**config.mk**
```make
export PLATFORM = sky130hd
export DESIGN_NAME = flash_part_router
export DESIGN_NICKNAME = d
export VERILOG_FILES = /design/src/rtl/flash_part_pkg.sv /design/src/rtl/flash_part_ctrl.sv /design/src/rtl/flash_part_dpath.sv /design/src/rtl/flash_part_router.sv
export SDC_FILE = /design/constraint.sdc
export NUM_CORES = 1
export LEC_CHECK = 0
export ABC_AREA = 1
export CORE_ASPECT_RATIO = 0.8
export CORE_UTILIZATION = 53
export DETAILED_ROUTE_END_ITERATION = 12
export DONT_BUFFER_PORTS = 1
export PLACE_DENSITY = 0.67
export SYNTH_ARGS = -nofsm -noshare
export SYNTH_HDL_FRONTEND = slang
export SYNTH_SLANG_ARGS = --single-unit
```
**constraint.sdc**
```tcl
create_clock -name clk -period 2.2 [get_ports clk]
set_input_delay 0.22 -clock clk [delete_from_list [all_inputs] [get_ports clk]]
set_output_delay 0.22 -clock clk [all_outputs]
set_load 0.01 [all_outputs]
```
**src/rtl/flash_part_pkg.sv**
```systemverilog
package flash_part_pkg;

  localparam int NUM_PLANES = 4;
  localparam int PLANE_W    = $clog2(NUM_PLANES);
  localparam int CFG_W      = NUM_PLANES - 1;

  localparam logic [CFG_W-1:0] CFG_TOP_DEFAULT = 3'b100;
  localparam logic [CFG_W-1:0] CFG_BOT_DEFAULT = 3'b001;

  typedef enum logic [1:0] {
    OP_BLOCK    = 2'b00,
    OP_CHIP     = 2'b01,
    OP_OTP      = 2'b10,
    OP_BLOCK_ALT = 2'b11
  } opKind_e;

  typedef struct packed {
    logic               busy;
    logic               exclusive;
    logic [PLANE_W-1:0] opPlane;
    logic [CFG_W-1:0]   cfg;
  } ctrlStrobes_t;

  // Partition index of a plane: count of edge bits sitting below it.
  function automatic logic [PLANE_W-1:0] partitionOf(
    input logic [CFG_W-1:0]   cfg,
    input logic [PLANE_W-1:0] plane
  );
    logic [PLANE_W-1:0] n;
    n = '0;
    for (int i = 0; i < CFG_W; i++) begin
      if (PLANE_W'(i) < plane) n = n + PLANE_W'(cfg[i]);
    end
    return n;
  endfunction

endpackage

```
**src/rtl/flash_part_ctrl.sv**
```systemverilog
module flash_part_ctrl
  import flash_part_pkg::*;
#(
  parameter bit TOP_PARAM = 1'b1
) (
  input  logic               clk,
  input  logic               rstN,
  input  logic               cfgWe,
  input  logic [CFG_W-1:0]   cfgWdata,
  input  logic               opStart,
  input  logic [1:0]         opKind,
  input  logic [PLANE_W-1:0] opPlane,
  input  logic               opDone,
  output logic               cfgErr,
  output ctrlStrobes_t       strobes
);

  localparam logic [CFG_W-1:0] CFG_RESET = TOP_PARAM ? CFG_TOP_DEFAULT : CFG_BOT_DEFAULT;

  logic               busyQ;
  logic               exclQ;
  logic [PLANE_W-1:0] planeQ;
  logic [CFG_W-1:0]   cfgQ;
  logic               cfgErrQ;
  logic               kindExcl;

  always_comb begin
    unique case (opKind_e'(opKind))
      OP_CHIP, OP_OTP: kindExcl = 1'b1;
      default:         kindExcl = 1'b0;
    endcase
  end

  always_ff @(posedge clk) begin
    if (!rstN) begin
      cfgQ    <= CFG_RESET;
      busyQ   <= 1'b0;
      exclQ   <= 1'b0;
      planeQ  <= '0;
      cfgErrQ <= 1'b0;
    end else begin
      cfgErrQ <= cfgWe && busyQ;
      if (cfgWe && !busyQ) cfgQ <= cfgWdata;
      if (busyQ) begin
        if (opDone) busyQ <= 1'b0;
      end else if (opStart) begin
        busyQ  <= 1'b1;
        exclQ  <= kindExcl;
        planeQ <= opPlane;
      end
    end
  end

  assign cfgErr            = cfgErrQ;
  assign strobes.busy      = busyQ;
  assign strobes.exclusive = exclQ;
  assign strobes.opPlane   = planeQ;
  assign strobes.cfg       = cfgQ;

endmodule

```
**src/rtl/flash_part_dpath.sv**
```systemverilog
module flash_part_dpath
  import flash_part_pkg::*;
#(
  parameter int ADDR_W = 21,
  parameter int DATA_W = 16
) (
  input  logic              clk,
  input  logic              rstN,
  input  ctrlStrobes_t      strobes,
  input  logic              rdReq,
  input  logic [ADDR_W-1:0] rdAddr,
  input  logic [DATA_W-1:0] arrayData,
  input  logic [DATA_W-1:0] statusData,
  output logic              rdValid,
  output logic [DATA_W-1:0] rdData,
  output logic              rdIsStatus,
  output logic              rdIllegal,
  output logic [ADDR_W-1:0] rdAddrOut
);

  logic [PLANE_W-1:0] rdPlane;
  logic [PLANE_W-1:0] rdPart;
  logic [PLANE_W-1:0] opPart;
  logic               samePart;
  logic               selStatus;
  logic               flagIllegal;

  assign rdPlane     = rdAddr[ADDR_W-1 -: PLANE_W];
  assign rdPart      = partitionOf(strobes.cfg, rdPlane);
  assign opPart      = partitionOf(strobes.cfg, strobes.opPlane);
  assign samePart    = (rdPart == opPart);
  assign selStatus   = strobes.busy && (strobes.exclusive || samePart);
  assign flagIllegal = strobes.busy && strobes.exclusive && !samePart;

  always_ff @(posedge clk) begin
    if (!rstN) begin
      rdValid    <= 1'b0;
      rdData     <= '0;
      rdIsStatus <= 1'b0;
      rdIllegal  <= 1'b0;
      rdAddrOut  <= '0;
    end else begin
      rdValid <= rdReq;
      if (rdReq) begin
        rdData     <= selStatus ? statusData : arrayData;
        rdIsStatus <= selStatus;
        rdIllegal  <= flagIllegal;
        rdAddrOut  <= rdAddr;
      end
    end
  end

endmodule

```
**src/rtl/flash_part_router.sv**
```systemverilog
module flash_part_router
  import flash_part_pkg::*;
#(
  parameter int ADDR_W    = 21,
  parameter int DATA_W    = 16,
  parameter bit TOP_PARAM = 1'b1
) (
  input  logic              clk,
  input  logic              rstN,
  input  logic              cfgWe,
  input  logic [2:0]        cfgWdata,
  output logic [2:0]        cfgCode,
  output logic              cfgErr,
  input  logic              opStart,
  input  logic [1:0]        opKind,
  input  logic [1:0]        opPlane,
  input  logic              opDone,
  output logic              opBusy,
  input  logic              rdReq,
  input  logic [ADDR_W-1:0] rdAddr,
  input  logic [DATA_W-1:0] arrayData,
  input  logic [DATA_W-1:0] statusData,
  output logic              rdValid,
  output logic [DATA_W-1:0] rdData,
  output logic              rdIsStatus,
  output logic              rdIllegal,
  output logic [ADDR_W-1:0] rdAddrOut
);

  ctrlStrobes_t strobes;

  flash_part_ctrl #(.TOP_PARAM(TOP_PARAM)) ctrl_i (
    .clk      (clk),
    .rstN     (rstN),
    .cfgWe    (cfgWe),
    .cfgWdata (cfgWdata),
    .opStart  (opStart),
    .opKind   (opKind),
    .opPlane  (opPlane),
    .opDone   (opDone),
    .cfgErr   (cfgErr),
    .strobes  (strobes)
  );

  flash_part_dpath #(.ADDR_W(ADDR_W), .DATA_W(DATA_W)) dpath_i (
    .clk        (clk),
    .rstN       (rstN),
    .strobes    (strobes),
    .rdReq      (rdReq),
    .rdAddr     (rdAddr),
    .arrayData  (arrayData),
    .statusData (statusData),
    .rdValid    (rdValid),
    .rdData     (rdData),
    .rdIsStatus (rdIsStatus),
    .rdIllegal  (rdIllegal),
    .rdAddrOut  (rdAddrOut)
  );

  assign cfgCode = strobes.cfg;
  assign opBusy  = strobes.busy;

endmodule

```
# Word-level counts from Yosys, hierarchy flattened
# Cells that the tools add are included.
[classes]
muxes = 11
n_addsub = 4
n_reduce_logical = 10
eq_ne = 3
bitwise_logic = 1
order_cmp = 6
[op_table]
columns = ["operator", "n"]
rows = [
  ["$mux 16", 1],
  ["$lt 1x2->1 const A", 4],
  ["$mux 2", 4],
  ["$mux 1", 6],
  ["$logic_and 1x1->1", 5],
  ["$add 1x1->2", 2],
  ["$add 2x1->2", 2],
  ["$lt 2x2->1 const A", 2],
  ["$eq 2x1->1 const B", 1],
  ["$eq 2x2->1", 1],
  ["$eq 2x2->1 const B", 1],
  ["$logic_not 1->1", 2],
  ["$reduce_and 2->1", 1],
  ["$reduce_or 2->1", 1],
  ["$logic_or 1x1->1", 1],
  ["$not 1->1", 1],
]
[word_totals]
input_bits = 66
word_cells = 45
out_inout_bits = 45
ff_bits = 48

# Logic depth before layout (Yosys ltp)
# Gate-level depths: netlist (run 1).
[depth]
ltp_word = 10
ltp_mapped = 18
mapped_depth_nobuf = 16

# Modules after synthesis
# A second synthesis (run 1) with hierarchy kept.
[unflattened]
hier_cells = 292
hier_area_um2 = 2153.3
[modules_own_cells]
columns = ["module", "cells_each", "seq_area_each_um2", "area_each_um2", "n_inst"]
rows = [
  ["flash_part_dpath", 246, 800.8, 1818.0, 1],
  ["flash_part_ctrl", 46, 160.2, 335.3, 1],
]

# Least setup slack after synthesis (run 1)
# OpenSTA, ideal clock, no wires.
[synth_path]
path_type = "register to register"
start = "reg ctrl_i.cfgQ[0]"
end = "reg dpath_i.rdData[10]"
synth_period_minus_slack_ps = 2245
path_stages_with_launch = 17
setup_time_ps = 114
required_ps = 2086
setup_slack_ps = -45
arrival_ps = 2131
path_buffers = 1
cell_sequence = "dfxtp_1 -> inv_1 -> a21oi_1 -> ha_1 -> nand2_1 -> nand2_1 -> ha_1 -> or2_1 -> nand2_1 -> nand2_1 -> nand2_1 -> nand2_2 -> nand2_4 -> buf_4 -> nand3_1 -> nand3_1 -> nand2_1"
[synth_between]
elab_chain_len = 9
word_cells_on_any_way = 14
cone_classes = "add/sub (4); eq/ne (1); mux (7); reduce/logical (2)"
[synth_lines]
columns = ["element", "line", "rtl"]
rows = [
  ["from (decl)", "flash_part_ctrl.sv:23", "logic [CFG_W-1:0] cfgQ;"],
  ["from (signal assigned)", "flash_part_ctrl.sv:43", "if (cfgWe && !busyQ) cfgQ <= cfgWdata;"],
  ["$mux 1", "flash_part_pkg.sv:32", "if (PLANE_W'(i) < plane) n = n + PLANE_W'(cfg[i]);"],
  ["$add 1x1->2", "flash_part_pkg.sv:32", ""],
  ["$mux 2", "flash_part_pkg.sv:32", ""],
  ["$add 2x1->2", "flash_part_pkg.sv:32", ""],
  ["$mux 2", "flash_part_pkg.sv:32", ""],
  ["$eq 2x2->1 (*)", "flash_part_dpath.sv:31", "assign samePart = (rdPart == opPart);"],
  ["$logic_or 1x1->1 (*)", "flash_part_dpath.sv:32", "assign selStatus = strobes.busy && (strobes.exclusive || samePart);"],
  ["$logic_and 1x1->1 (*)", "flash_part_dpath.sv:32", ""],
  ["$mux 16 (*)", "flash_part_dpath.sv:45", "rdData <= selStatus ? statusData : arrayData;"],
  ["to (signal assigned)", "flash_part_dpath.sv:45", ""],
  ["to (decl)", "flash_part_dpath.sv:15", "output logic [DATA_W-1:0] rdData,"],
]
# Mark *: on every way between the ends. The rest lies on a longest branch, timed or not.
# A chain may end at the register's enable or synchronous reset.

# Worst setup path after layout (run 1)
[layout_path]
start = "reg ctrl_i.planeQ[1]"
end = "reg dpath_i.rdData[0]"
[layout_between]
elab_chain_len = 10
word_cells_on_any_way = 12
cone_classes = "add/sub (2); order compare (3); eq/ne (1); mux (4); reduce/logical (2)"
[layout_lines]
columns = ["element", "line", "rtl"]
rows = [
  ["from (decl)", "flash_part_ctrl.sv:22", "logic [PLANE_W-1:0] planeQ;"],
  ["from (signal assigned)", "flash_part_ctrl.sv:49", "planeQ <= opPlane;"],
  ["$lt 1x2->1", "flash_part_pkg.sv:32", ""],
  ["$mux 1", "flash_part_pkg.sv:32", ""],
  ["$add 1x1->2", "flash_part_pkg.sv:32", ""],
  ["$mux 2", "flash_part_pkg.sv:32", ""],
  ["$add 2x1->2", "flash_part_pkg.sv:32", ""],
  ["$mux 2 (*)", "flash_part_pkg.sv:32", ""],
  ["$eq 2x2->1 (*)", "flash_part_dpath.sv:31", ""],
  ["$logic_or 1x1->1 (*)", "flash_part_dpath.sv:32", ""],
  ["$logic_and 1x1->1 (*)", "flash_part_dpath.sv:32", ""],
  ["$mux 16 (*)", "flash_part_dpath.sv:45", ""],
]
# Marked as above.

==> metrics.yaml, run 1 <==
drc_errors: 0
leakage_uw: 0.00125
finalClockSkew_ns: 0.00736
cp_max_fo: 8
place_area_mm2: 0.00219
hpwl_um: 3490
drive_gt1_share_pct: 18.0
antennaDiodeCount: 0
rsz0062_at_grt: "yes"
final_common_cell: "nand2_1"
end_kind: "register"
netlist.area_leader.share_pct: 46.1
synth.avg_cell_area_um2: 7.45
clock-sinks: 48
yosys.area.top_type: "dfxtp_1"
fp.dieArea_mm2: 0.00419
grt_pass1_wl_um: 7730
status: "finished with violations"
die_y_um: 58.1
htreeDepth: 2
report.final.slew_viol_count: 0
setup_viol: 15
io_buffers: 0
numCtsBuffers: 5
via_per_inst: 5.29
worst_hold_slack_ns: 0.0370
ys_seq_area_share_pct: 46.1
drtAntennaViolNets: 0
max_freq_ghz: 0.442
clk_latency_ns: 0.30
cts_tree: "built"
clk_pin_slew_ns: 0.09
final_cell_mix: "73 x nand2_1, 46 x dfxtp_1, 42 x inv_1"
synth_cell_type_count: 23
multi_input_area_mm2: 0.00101
final_util_pct: 69.4
pin_count: 111
fin_nets: 363
ys_warn_count: 0
synth_fp_nets: 350
synth_cells: 280
nFillCells: 318
crit_path_start_kind: "register"
synth-seq-cells: 48
worstSetupPathType: "reg -> reg"
drtIter0Drc: 58
violations: "setup timing"
grt_start_max_net_pins: 34
routedWlPerCell_um: 14.6
core-area_mm2: 0.00359
cts_root_buffer: "clkbuf_8"
post-route-period-util_pct: 103
maxCapViolCount: 0
mappedNetlistArea_mm2: 0.00209
stdcell_area_mm2: 0.00249
worstMarginPinSlew_ns: 0.987
slew_headroom_pct: 34.1
synth_area_leaders: "dfxtp_1 46%, nand2_1 14%, nand3_1 10%"
grtUsageTotal_pct: 24.1
initial_core_util_pct: 58.1
hold_violations: 0
fin_crit_ns: 2.26
cp.arrival_ns: 2.46
die_w_um: 72.1
grt-ovfl-total: 0
ir_worst_vdd_v: 0.000466
wl_um: 5050
cp.required_ns: 2.40
hold_path.class: "in -> reg"
area_growth_syn_to_layout_pct: 19.5
vias: 1829
p_per_area_mw_per_mm2: 813
fp-row-count: 19
grt_pass1_vias: 1671
drtPass1Iterations: 4
regArea_um2: 963
antenna_found_initial: 0
clockBufferDepth: 2
gp_congestion: 0.855
worst_slack_ns: -0.0601
cell usage after synthesis:
cell type,count
a22o_1,19
ha_1,4
xnor2_1,2
o21ai_1,1
clkinv_1,1
nand2_1,78
nand2_4,2
buf_1,1
clkbuf_1,7
o21ai_0,8
dfxtp_1,48
nand3_1,42
buf_4,1
nand4_1,1
o22ai_1,1
buf_2,3
or2_1,1
or2_0,1
nor2_1,9
nand2_2,2
buf_6,1
inv_1,43
a21oi_1,4
registers in the layout, summed over array words and instances (netlist names), 2 cells and up:
name and cells:
dpath_i.rdAddrOut 21, ctrl_i.cfgQ 3, ctrl_i.planeQ 2, dpath_i.rdData 16
per-layer routing:
layer  vias to the layer above  track usage (%)  routed length (um)
li1                        917                -                   -
met1                       827             30.4                2260
met2                        81             39.1                2330
met3                         4             8.00                 423
met4                         0             7.84                  33
met5                         -                0                   0
where the power goes:
group	total, uW	leakage, uW	internal [uW]	switching (uW)
clock	667	0.0000614	372	295
sequential	1010	0.000397	931	78.4
combinational	349	0.000792	155	194
cell type report:
type                       count  share of cell area (%)
multi-input combinational    177                    40.7
sequential                    48                    38.7
inverter                      44                    6.63
timing repair buffer          17                    6.53
clock buffer                   6                    3.31
tap                           52                    2.61
clock inverter                 2                    1.56
worst max-delay path: stages, from the launching register on:
cell and delay (ns):
dfxtp_2 0.33, nor2_2 0.10, nor2_2 0.04, ha_1 0.26, nand2_1 0.07, nand2_1 0.07, ha_1 0.28, or2_0 0.20
nand2_1 0.07, nand2_1 0.05, nand2_1 0.06, nand2_2 0.10, nand2_8 0.15, buf_16 0.14, nand3_2 0.07, nand3_2 0.12
nand2_1 0.06
kinds of logic (layout without fill, tap and decap cells):
group | after synthesis | in the layout | share of synthesized area [%]
AND/OR/NAND/NOR | 136 | 138 | 28.3
buffers and inverters | 57 | 69 | 11.0
flip-flops | 48 | 48 | 46.1
AO/OA/AOI/OAI | 33 | 33 | 11.4
adder cells (fa/ha/maj) | 4 | 4 | 2.40
XOR/XNOR | 2 | 2 | 0.840
what timing repair did:
item / in CTS / in global routing
hold buffers: 1 / 0
setup endpoints to repair: 16 / 17
gates cloned: 1 / 2
pin swaps: 25 / 7
endpoints found under the hold margin: 1 / 0
buffers inserted: 4 / 0
gates resized for setup: 9 / 15
worst paths after layout:
path	start	end	slack, ns	cells after the start
min	opDone	ctrl_i.busyQ	0.04	1
max reg2reg	ctrl_i.planeQ[1]	dpath_i.rdData[0]	-0.06	16
max	ctrl_i.planeQ[1]	dpath_i.rdData[0]	-0.06	16
min reg2reg	dpath_i.rdData[7]	dpath_i.rdData[7]	0.50	2
through the flow:
| stage | cells | total power (uW) | setup WS (ns) | setup TNS (ns) |
|---|---|---|---|---|
| floorplan | 280 | 1210 | 0.0163 | 0 |
| global placement | 330 | 1280 | -0.0197 | -0.0615 |
| detailed placement | 330 | 1280 | -0.102 | -0.727 |
| CTS | 344 | 2000 | -0.0436 | -0.379 |
| global route | 346 | 2120 | -0.213 | -3.04 |
| finish | 346 | 2030 | -0.0601 | -0.513 |
No activity file was read; power rests on OpenSTA's default activity.
==> run 2, diff against run 1 <==
HOLD_SLACK_MARGIN = 0.03   (was not set)
==> run 2 against run 1 <==
The run still ends with setup timing left. Non-clock buffer count grew 1. Final cell count is 0.29% higher. Largest cell class unchanged. Clock power increased by 0.6%.
==> metrics.yaml, run 2 (synthesis results as in run 1) <==
status: "finished with violations"
violations: "setup timing"
p_clk_share_pct: 33.0
antenna_found_initial: 0
switchingPower_uw: 574
end_kind: "register"
die_y_um: 58.1
hold_violations: 0
cp.arrival_ns: 2.47
routedWlPerCell_um: 14.7
fp-row-count: 19
grt_pass1_wl_um: 7750
hold_path.class: "in -> reg"
nFillCells: 317
largest_reg_flops: 21
report.final.slew_viol_count: 0
worstSetupPathType: "reg -> reg"
stdcell_area_mm2: 0.00250
fp.dieArea_mm2: 0.00419
rsz0062_at_grt: "yes"
gr-max-usage-layer: "met2"
initial_core_util_pct: 58.1
regMostFlops: "dpath_i.rdAddrOut"
globalRouteMet3Util_pct: 7.83
die_w_um: 72.1
worst_slack_ns: -0.0728
core-area_mm2: 0.00359
via_per_inst: 5.33
seq_power_share_pct: 49.6
slew_headroom_pct: 34.0
final_common_cell: "nand2_1"
finalClockSkew_ns: 0.00529
dp.cells: 330
min-delay-start: "rstN"
htreeDepth: 2
grt_pass1_vias: 1686
fin_crit_ns: 2.27
layout.cells.non_filler: 347
maxCapViolCount: 0
hpwl_um: 3490
swShare_pct: 28.3
drc_errors: 0
drive_gt1_share_pct: 18.0
drtAntennaViolNets: 0
place_area_mm2: 0.00219
setup_viol: 15
drtPass1Iterations: 5
cts_root_buffer: "clkbuf_8"
clockBufferDepth: 2
crit_path_start: "ctrl_i.cfgQ[0]"
cp_max_fo: 8
io_buffers: 0
r2r_start: "ctrl_i.cfgQ[0]"
clk_latency_ns: 0.30
worst_hold_slack_ns: 0.0453
p_int_uw: 1460
comb_power_share_pct: 17.4
final_cell_mix: "73 x nand2_1, 46 x dfxtp_1, 42 x inv_1"
cp.required_ns: 2.40
vias: 1848
grtUsageTotal_pct: 24.1
worstMarginPinSlew_ns: 0.989
power_uw: 2030
grt-ovfl-total: 0
drtIter0Drc: 64
grt_use_met1_pct: 30.4
ir_worst_vdd_v: 0.000467
fin_nets: 364
numCtsBuffers: 5
area_growth_syn_to_layout_pct: 20.0
antennaDiodeCount: 0
p_per_area_mw_per_mm2: 812
leakage_uw: 0.00125
reg_top3: "dpath_i.rdAddrOut: 21 flops, dpath_i.rdData: 16 flops, ctrl_i.cfgQ: 3 flops"
post-route-period-util_pct: 103
crit_path_start_kind: "register"
wl_um: 5110
pin_count: 111
max_freq_ghz: 0.440
grt_start_max_net_pins: 34
grt.met2_usage_pct: 39.3
cts_tree: "built"
gp_congestion: 0.855
clock-sinks: 48
clk_pin_slew_ns: 0.09
run 2: changes by cell type in the layout (fill, tap and decap cells not counted), sizes merged:
cell	previous run	this run
dlygate4sd3	1	2
run 2: critical path, cell delays in order (launching register included):
cell and delay, ns:
dfxtp_2 0.35, inv_2 0.05, a21oi_2 0.10, ha_1 0.24
nand2_2 0.07, nand2_2 0.06, ha_1 0.28, or2_1 0.21
nand2_1 0.06, nand2_1 0.05, nand2_1 0.06, nand2_2 0.10
nand2_8 0.15, buf_16 0.14, nand3_2 0.07, nand3_2 0.12
nand2_1 0.06
run 2: worst paths after layout:
| path | to | slack (ns) | cells past startpoint |
|---|---|---|---|
| worst max register to register | dpath_i.rdData[0] | -0.07 | 16 |
| worst min-delay path | ctrl_i.planeQ[1] | 0.05 | 2 |
| worst max-delay path | dpath_i.rdData[0] | -0.07 | 16 |
| worst min register to register | dpath_i.rdData[7] | 0.50 | 2 |
run 2: repair_timing:
| action | in CTS | in global routing |
|---|---|---|
| pin swaps | 25 | 8 |
| gates cloned | 1 | 2 |
| endpoints found under the hold margin | 2 | 0 |
| hold buffers | 2 | 0 |
| setup buffers | 4 | 0 |
| setup endpoints to repair | 16 | 17 |
| gates resized for setup | 9 | 15 |
run 2: final cells by class:
| cell class | instances | area, um^2 | area share [%] |
|---|---|---|---|
| inverters | 44 | 165 | 6.60 |
| well taps | 52 | 65.1 | 2.60 |
| flip-flops and latches | 48 | 963 | 38.5 |
| clock buffers | 6 | 82.6 | 3.30 |
| repair buffers | 18 | 173 | 6.90 |
| clock inverters | 2 | 38.8 | 1.55 |
| multi-input cells | 177 | 1010 | 40.5 |
run 2: per-stage QoR:
| step | TNS, ns | util [%] | setup slack [ns] |
|---|---|---|---|
| detailed placement | -0.727 | 60.9 | -0.102 |
| CTS | -0.379 | 67.4 | -0.0436 |
| global placement | -0.0615 | 60.9 | -0.0197 |
| floorplan | 0 | - | 0.0163 |
| finish | -0.696 | 69.7 | -0.0728 |
| global route | -3.05 | 69.7 | -0.213 |
run 2: per-layer routing:
metal	share of wire, %	wire [um]	vias to the layer above
li1	-	-	917
met1	44	2240	829
met2	46	2350	96
met3	9.2	471	6
met4	1.0	51	0
met5	0	0	-
run 2: power by group through the flow:
stage | clock network (uW) | registers (uW) | logic [uW]
after detailed placement | 0 | 1020 | 259
after global routing | 716 | 1020 | 390
after global placement | 0 | 1020 | 253
after CTS | 678 | 1010 | 315
after floorplan | 0 | 1010 | 201
final | 671 | 1010 | 353
